<file path="src/rtl/store_queue.sv">
module store_queue #(
  parameter int DEPTH  = 8,
  parameter int SEQ_W  = 16,
  parameter int ADDR_W = 32,
  parameter int SIZE_W = 4,
  parameter int DATA_W = 64,
  localparam int IW    = $clog2(DEPTH),
  localparam int CW    = IW + 1
) (
  input  logic              clk,
  input  logic              rst_n,
  input  logic              alloc_valid,
  input  logic [SEQ_W-1:0]  alloc_seq,
  output logic [IW-1:0]     alloc_idx,
  input  logic              exec_valid,
  input  logic [IW-1:0]     exec_idx,
  input  logic [ADDR_W-1:0] exec_addr,
  input  logic [SIZE_W-1:0] exec_size,
  input  logic [DATA_W-1:0] exec_data,
  input  logic              commit_valid,
  input  logic [SEQ_W-1:0]  commit_seq,
  input  logic              squash_valid,
  input  logic [SEQ_W-1:0]  squash_seq,
  input  logic              cache_blocked,
  output logic              wb_valid,
  output logic [IW-1:0]     wb_idx,
  output logic [ADDR_W-1:0] wb_addr,
  output logic [SIZE_W-1:0] wb_size,
  output logic [DATA_W-1:0] wb_data,
  input  logic              wb_done,
  input  logic [IW-1:0]     wb_done_idx,
  output logic [CW-1:0]     occupancy,
  output logic              full,
  output logic [CW-1:0]     wb_pending
);

  logic [IW-1:0]     head, wbp, tail;
  logic [CW-1:0]     count;
  logic [DEPTH-1:0]  live, can_wb, sent, cmpl;
  logic [SEQ_W-1:0]  seq_q  [DEPTH];
  logic [ADDR_W-1:0] addr_q [DEPTH];
  logic [SIZE_W-1:0] size_q [DEPTH];
  logic [DATA_W-1:0] data_q [DEPTH];

  logic          alloc_fire, free_fire;
  logic [CW-1:0] kept, pend;

  assign occupancy  = count;
  assign full       = count >= CW'(DEPTH - 1);
  assign alloc_idx  = tail;
  assign alloc_fire = alloc_valid && !full && !squash_valid;
  assign free_fire  = live[head] && cmpl[head];

  assign wb_idx   = wbp;
  assign wb_addr  = addr_q[wbp];
  assign wb_size  = size_q[wbp];
  assign wb_data  = data_q[wbp];
  assign wb_valid = live[wbp] && can_wb[wbp] && !sent[wbp] && !cmpl[wbp] &&
                    (size_q[wbp] != '0) && !cache_blocked;
  assign wb_pending = pend;

  always_comb begin
    logic          run;
    logic [IW-1:0] idx;
    kept = '0;
    run  = 1'b1;
    pend = '0;
    for (int k = 0; k < DEPTH; k++) begin
      idx = head + IW'(k);
      if (run && (CW'(k) < count) && (can_wb[idx] || seq_q[idx] <= squash_seq))
        kept = kept + 1'b1;
      else
        run = 1'b0;
      if (live[k] && can_wb[k] && !sent[k]) pend = pend + 1'b1;
    end
  end

  always_ff @(posedge clk) begin
    if (!rst_n) begin
      head   <= '0;
      wbp    <= '0;
      tail   <= '0;
      count  <= '0;
      live   <= '0;
      can_wb <= '0;
      sent   <= '0;
      cmpl   <= '0;
      for (int i = 0; i < DEPTH; i++) begin
        seq_q[i]  <= '0;
        addr_q[i] <= '0;
        size_q[i] <= '0;
        data_q[i] <= '0;
      end
    end else begin
      if (exec_valid && live[exec_idx]) begin
        addr_q[exec_idx] <= exec_addr;
        size_q[exec_idx] <= exec_size;
        data_q[exec_idx] <= exec_data;
      end
      if (commit_valid) begin
        for (int i = 0; i < DEPTH; i++)
          if (live[i] && seq_q[i] < commit_seq) can_wb[i] <= 1'b1;
      end
      if (wb_valid) begin
        sent[wbp] <= 1'b1;
        wbp       <= wbp + 1'b1;
      end
      if (wb_done && live[wb_done_idx]) cmpl[wb_done_idx] <= 1'b1;

      if (squash_valid) begin
        tail  <= head + kept[IW-1:0];
        count <= kept - CW'(free_fire);
        for (int i = 0; i < DEPTH; i++)
          if (CW'(IW'(i) - head) >= kept) live[i] <= 1'b0;
      end else begin
        tail  <= tail + IW'(alloc_fire);
        count <= count + CW'(alloc_fire) - CW'(free_fire);
      end

      if (alloc_fire) begin
        live[tail]   <= 1'b1;
        can_wb[tail] <= 1'b0;
        sent[tail]   <= 1'b0;
        cmpl[tail]   <= 1'b0;
        seq_q[tail]  <= alloc_seq;
        size_q[tail] <= '0;
      end
      if (free_fire) begin
        live[head]   <= 1'b0;
        can_wb[head] <= 1'b0;
        sent[head]   <= 1'b0;
        cmpl[head]   <= 1'b0;
        head         <= head + 1'b1;
      end
    end
  end

endmodule

</file>
<file path="config.mk">
export PLATFORM = sky130hd
export DESIGN_NAME = store_queue
export DESIGN_NICKNAME = d
export VERILOG_FILES = /design/src/rtl/store_queue.sv
export SDC_FILE = /design/constraint.sdc
export NUM_CORES = 2
export LEC_CHECK = 0
export BUFFER_PORTS_ARGS = -buffer_cell sky130_fd_sc_hd__buf_4
export CAP_MARGIN = 20
export CORE_ASPECT_RATIO = 0.8
export CORE_MARGIN = 5
export CORE_UTILIZATION = 50
export DETAILED_ROUTE_END_ITERATION = 10
export HOLD_SLACK_MARGIN = 0.08
export PLACE_DENSITY = 0.79
export SYNTH_ARGS = -nofsm -noshare
export SYNTH_HDL_FRONTEND = slang
export SYNTH_SLANG_ARGS = --single-unit
</file>
<file path="constraint.sdc">
create_clock -name clk -period 31.5 [get_ports clk]
set_clock_uncertainty 0.2 [all_clocks]
set_input_delay 3.15 -clock clk [delete_from_list [all_inputs] [get_ports clk]]
set_output_delay 3.15 -clock clk [all_outputs]
set_load 0.1 [all_outputs]
</file>
==> impl_metrics.toml <==
[logic_synthesis]
ys_warn_count = 0
synthCells = 4172
syn_area_um2 = 55130
ys_types = 73
ys_seq_elements = 979
ys_seq_area_share_pct = 51.82
ys.flop_type = "edfxtp_1"
synth_edf_count = 896
syn_area_per_cell_um2 = 13.21
syn-num-nets = 4634
ys_async_sr_fraction_pct = 0

[placed_design]
hpwlAfterDp_um = 99420
io_buffer_count = 277
gp_congestion = 0.9303

[setup_path]
r2r_start = "head[1]$_SDFFE_PN0P_"
r2r_end = "live[4]$_SDFF_PN0_"
crit_slowest_cell = "buf_4"
crit_end = "live[4]$_SDFF_PN0_"
r2r_slack_ns = 19.80
crit_top_cell = "ha_1"
startpoint = "head[1]$_SDFFE_PN0P_"
critPathCaptureType = "flop"
ff2ff_path_depth = 46
worst_setup_path_start_kind = "flop"
crit_fanout = 82
cp.arrival_ns = 12.13
crit_required_ns = 31.93
path_depth = 46
crit_family = "compound AO/OA/AOI/OAI gates"
crit_type = "flop to flop"
max_stage_delay_ns = 0.76
cp.buffers_inverters = 6

[global_route]
grt_max_degree = 140
grtUsageTotal_pct = 26.34
overflow = 0
grt_first_pass_wirelength_um = 234300
grt_pass1_vias = 36780
grt_antenna_before_repair = 26

[die]
die_h_um = 307.0
start_util_pct = 50.15
dieArea_um2 = 117000
num_rows = 109
fp.dieW_um = 381.2
coreArea_um2 = 109900
ioPinCount = 278

[sta]
final.period_utilization_pct = 37.14
grt_setup_unrepaired = "no"
slew_viol_final = 0
setup_tns_ns = 0
post-route-min-period_ns = 11.70
fmax_mhz = 85.47
relSlewSlack_pct = 22.41
tightest_slew_ns = 1.164
hold_violations = 0
setup_viol = 0

[cells_and_area]
drive_gt1_share_pct = 22.89
areaGrowthSynthToFinish_pct = 12.18
num-fill-cells = 8595
nets = 4787
utilization_pct = 56.26

[cts]
post_cts_resize_count = 0
cts_tree = "built"
root_buffer = "clkbuf_16"
cts_buffers = 97
htreeDepth = 3
hold_buffers = 0
clk_pin_slew_ns = 0.08
clock_sinks = 979
postCtsSetupBuffers = 0
clk-insertion-delay-late_ns = 0.73
ctsLongestPathBuffers = 3

[power]
p_switching_w = 0.0007337
ir_drop_mv = 0.05306
p_total_w = 0.002937
clockPowerShare_pct = 39.7
p_leak_nw = 24.80
p_comb_share_pct = 9.7
internal_power_w = 0.002204
p_seq_share_pct = 50.6
switching_share_pct = 24.98
power.density_nw_per_um2 = 47.50

[drt]
drcViolationCount = 0
wl_um = 155700
antenna_left = 0
dr_total_vias = 36730
first_iter_violations = 4582
dr.pass1.iters = 6
vias_per_cell = 6.260
drt-wirelength-per-cell_um = 26.53

[run_status]
status = "finished clean"

[flow_run]
maxCapViolCount = 0

[hold_path]
hp-class = "flop to flop"
## kinds of logic (layout without fill, tap and decap cells)
family / Yosys count / in the layout / synth area share, %
AO/OA/AOI/OAI: 355 / 355 / 4.210
XOR/XNOR: 32 / 32 / 0.5357
adder cells (fa/ha/maj): 302 / 302 / 6.875
buffers and inverters: 355 / 587 / 2.438
flip-flops: 979 / 979 / 51.82
multiplexers: 510 / 510 / 17.97
other: 0 / 21 / 0
AND/OR/NAND/NOR: 1639 / 1639 / 16.14
## worst reg2reg max path, delay by kind of cell, from the launching register on
family                   cells  cell delay (ns)
buffers and inverters        6             2.30
flip-flops                   1             0.34
AND/OR/NAND/NOR             11             1.17
multiplexers                 1             0.68
XOR/XNOR                     3             0.82
adder cells (fa/ha/maj)      9             2.87
AO/OA/AOI/OAI               16             3.24
## cell usage in the layout (no fill, tap or decap), types with 8 or more instances in the layout
cell type  synthesis  final
xnor2_1           19     18
dfxtp_1           83     77
nand3_1           41     41
nand2b_1          22     21
a31oi_1           17     17
inv_1             73     73
clkinv_2           0     17
a21o_1            60     60
a22o_1            12     12
diode_2            0     21
o21a_1            23     23
nand2_1          443    436
and3_1           322    317
nor2b_1           42     40
mux2i_1           19     19
mux4_2           372    372
buf_4              0    330
and2_1           603    603
clkinv_1           1     24
o31ai_1           10     10
clkbuf_16          0     97
ha_1             298    297
edfxtp_1         896    896
mux2_2           119    119
a21oi_1          104    104
xor2_1            11     11
nand4_1           33     33
o21ai_0           64     58
nor3_1            18     15
nor2_1            84     78
clkbuf_1         228     15
bufinv_16          0      8
## state kept, by name, indices dropped and copies added, names as in the netlist, named ones only
register and count:
alloc_idx 3, addr_q 256, data_q 512, occupancy 4, wb_idx 3, live 8, seq_q 128, can_wb 8
sent 8, size_q 32, head 3, cmpl 8
## how the worst min path moves through the flow
| stage | to | cells past startpoint | start |
|---|---|---|---|
| after detailed placement | sent[5]$_SDFF_PN0_ | 2 | sent[5]$_SDFF_PN0_ |
| after global routing | sent[1]$_SDFF_PN0_ | 1 | sent[1]$_SDFF_PN0_ |
| final | sent[2]$_SDFF_PN0_ | 1 | sent[2]$_SDFF_PN0_ |
| after CTS | sent[5]$_SDFF_PN0_ | 2 | sent[5]$_SDFF_PN0_ |
| after floorplan | sent[3]$_SDFF_PN0_ | 2 | sent[3]$_SDFF_PN0_ |
| after global placement | sent[2]$_SDFF_PN0_ | 1 | sent[2]$_SDFF_PN0_ |
## Yosys cell counts, drive strengths merged, types with 65 or more instances
cell | n | area share (%)
o21ai | 65 | 0.59
and2 | 603 | 6.8
mux4 | 372 | 15
dfxtp | 83 | 3.0
edfxtp | 896 | 49
mux2 | 119 | 2.4
inv | 74 | 0.50
a21oi | 104 | 0.94
ha | 298 | 6.8
nor2 | 84 | 0.57
nand2 | 443 | 3.0
and3 | 322 | 3.7
clkbuf | 228 | 1.6
## final cells by class
cell class              instances  area [um2]  share of cell area (%)
diodes                         21       52.55                 0.08498
clock buffers                 116        2539                   4.105
clock inverters                62       629.4                   1.018
inverters                      75       281.5                  0.4552
multi-input cells            2838       25370                   41.03
flip-flops and latches        979       28590                   46.23
well taps                    1443        1805                   2.920
repair buffers                334        2572                   4.160
## per-layer routing
metal	track usage (%)	vias up	part of all wire (%)
met4	7.728	14	2.7
li1	-	16080	-
met5	0	-	0.064
met2	40.46	2007	46
met1	37.40	18400	40
met3	6.864	231	12
## per-stage QoR
stage / worst slack, ns / std cells / hold WS, ns / instance area, um2
2_1_floorplan: 20.88 / 4172 / 0.2311 / 55130
3_3_place_gp: 19.83 / 5666 / 0.2408 / 58540
3_5_place_dp: 19.69 / 5666 / 0.2507 / 58540
4_1_cts: 19.86 / 5844 / 0.2649 / 61710
5_1_grt: 18.97 / 5859 / 0.2884 / 61820
6_report: 19.80 / 5868 / 0.2653 / 61840
## power by group through the flow
stage	Clock, W	Sequential [W]	Combinational (W)
final	0.00117	0.00149	0.000284
after global routing	0.00124	0.00149	0.000305
after CTS	0.00117	0.00149	0.000281
after detailed placement	0	0.00151	0.000280
after global placement	0	0.00151	0.000274
after floorplan	0	0.00151	0.000173
(Power assumes the default switching activity.)
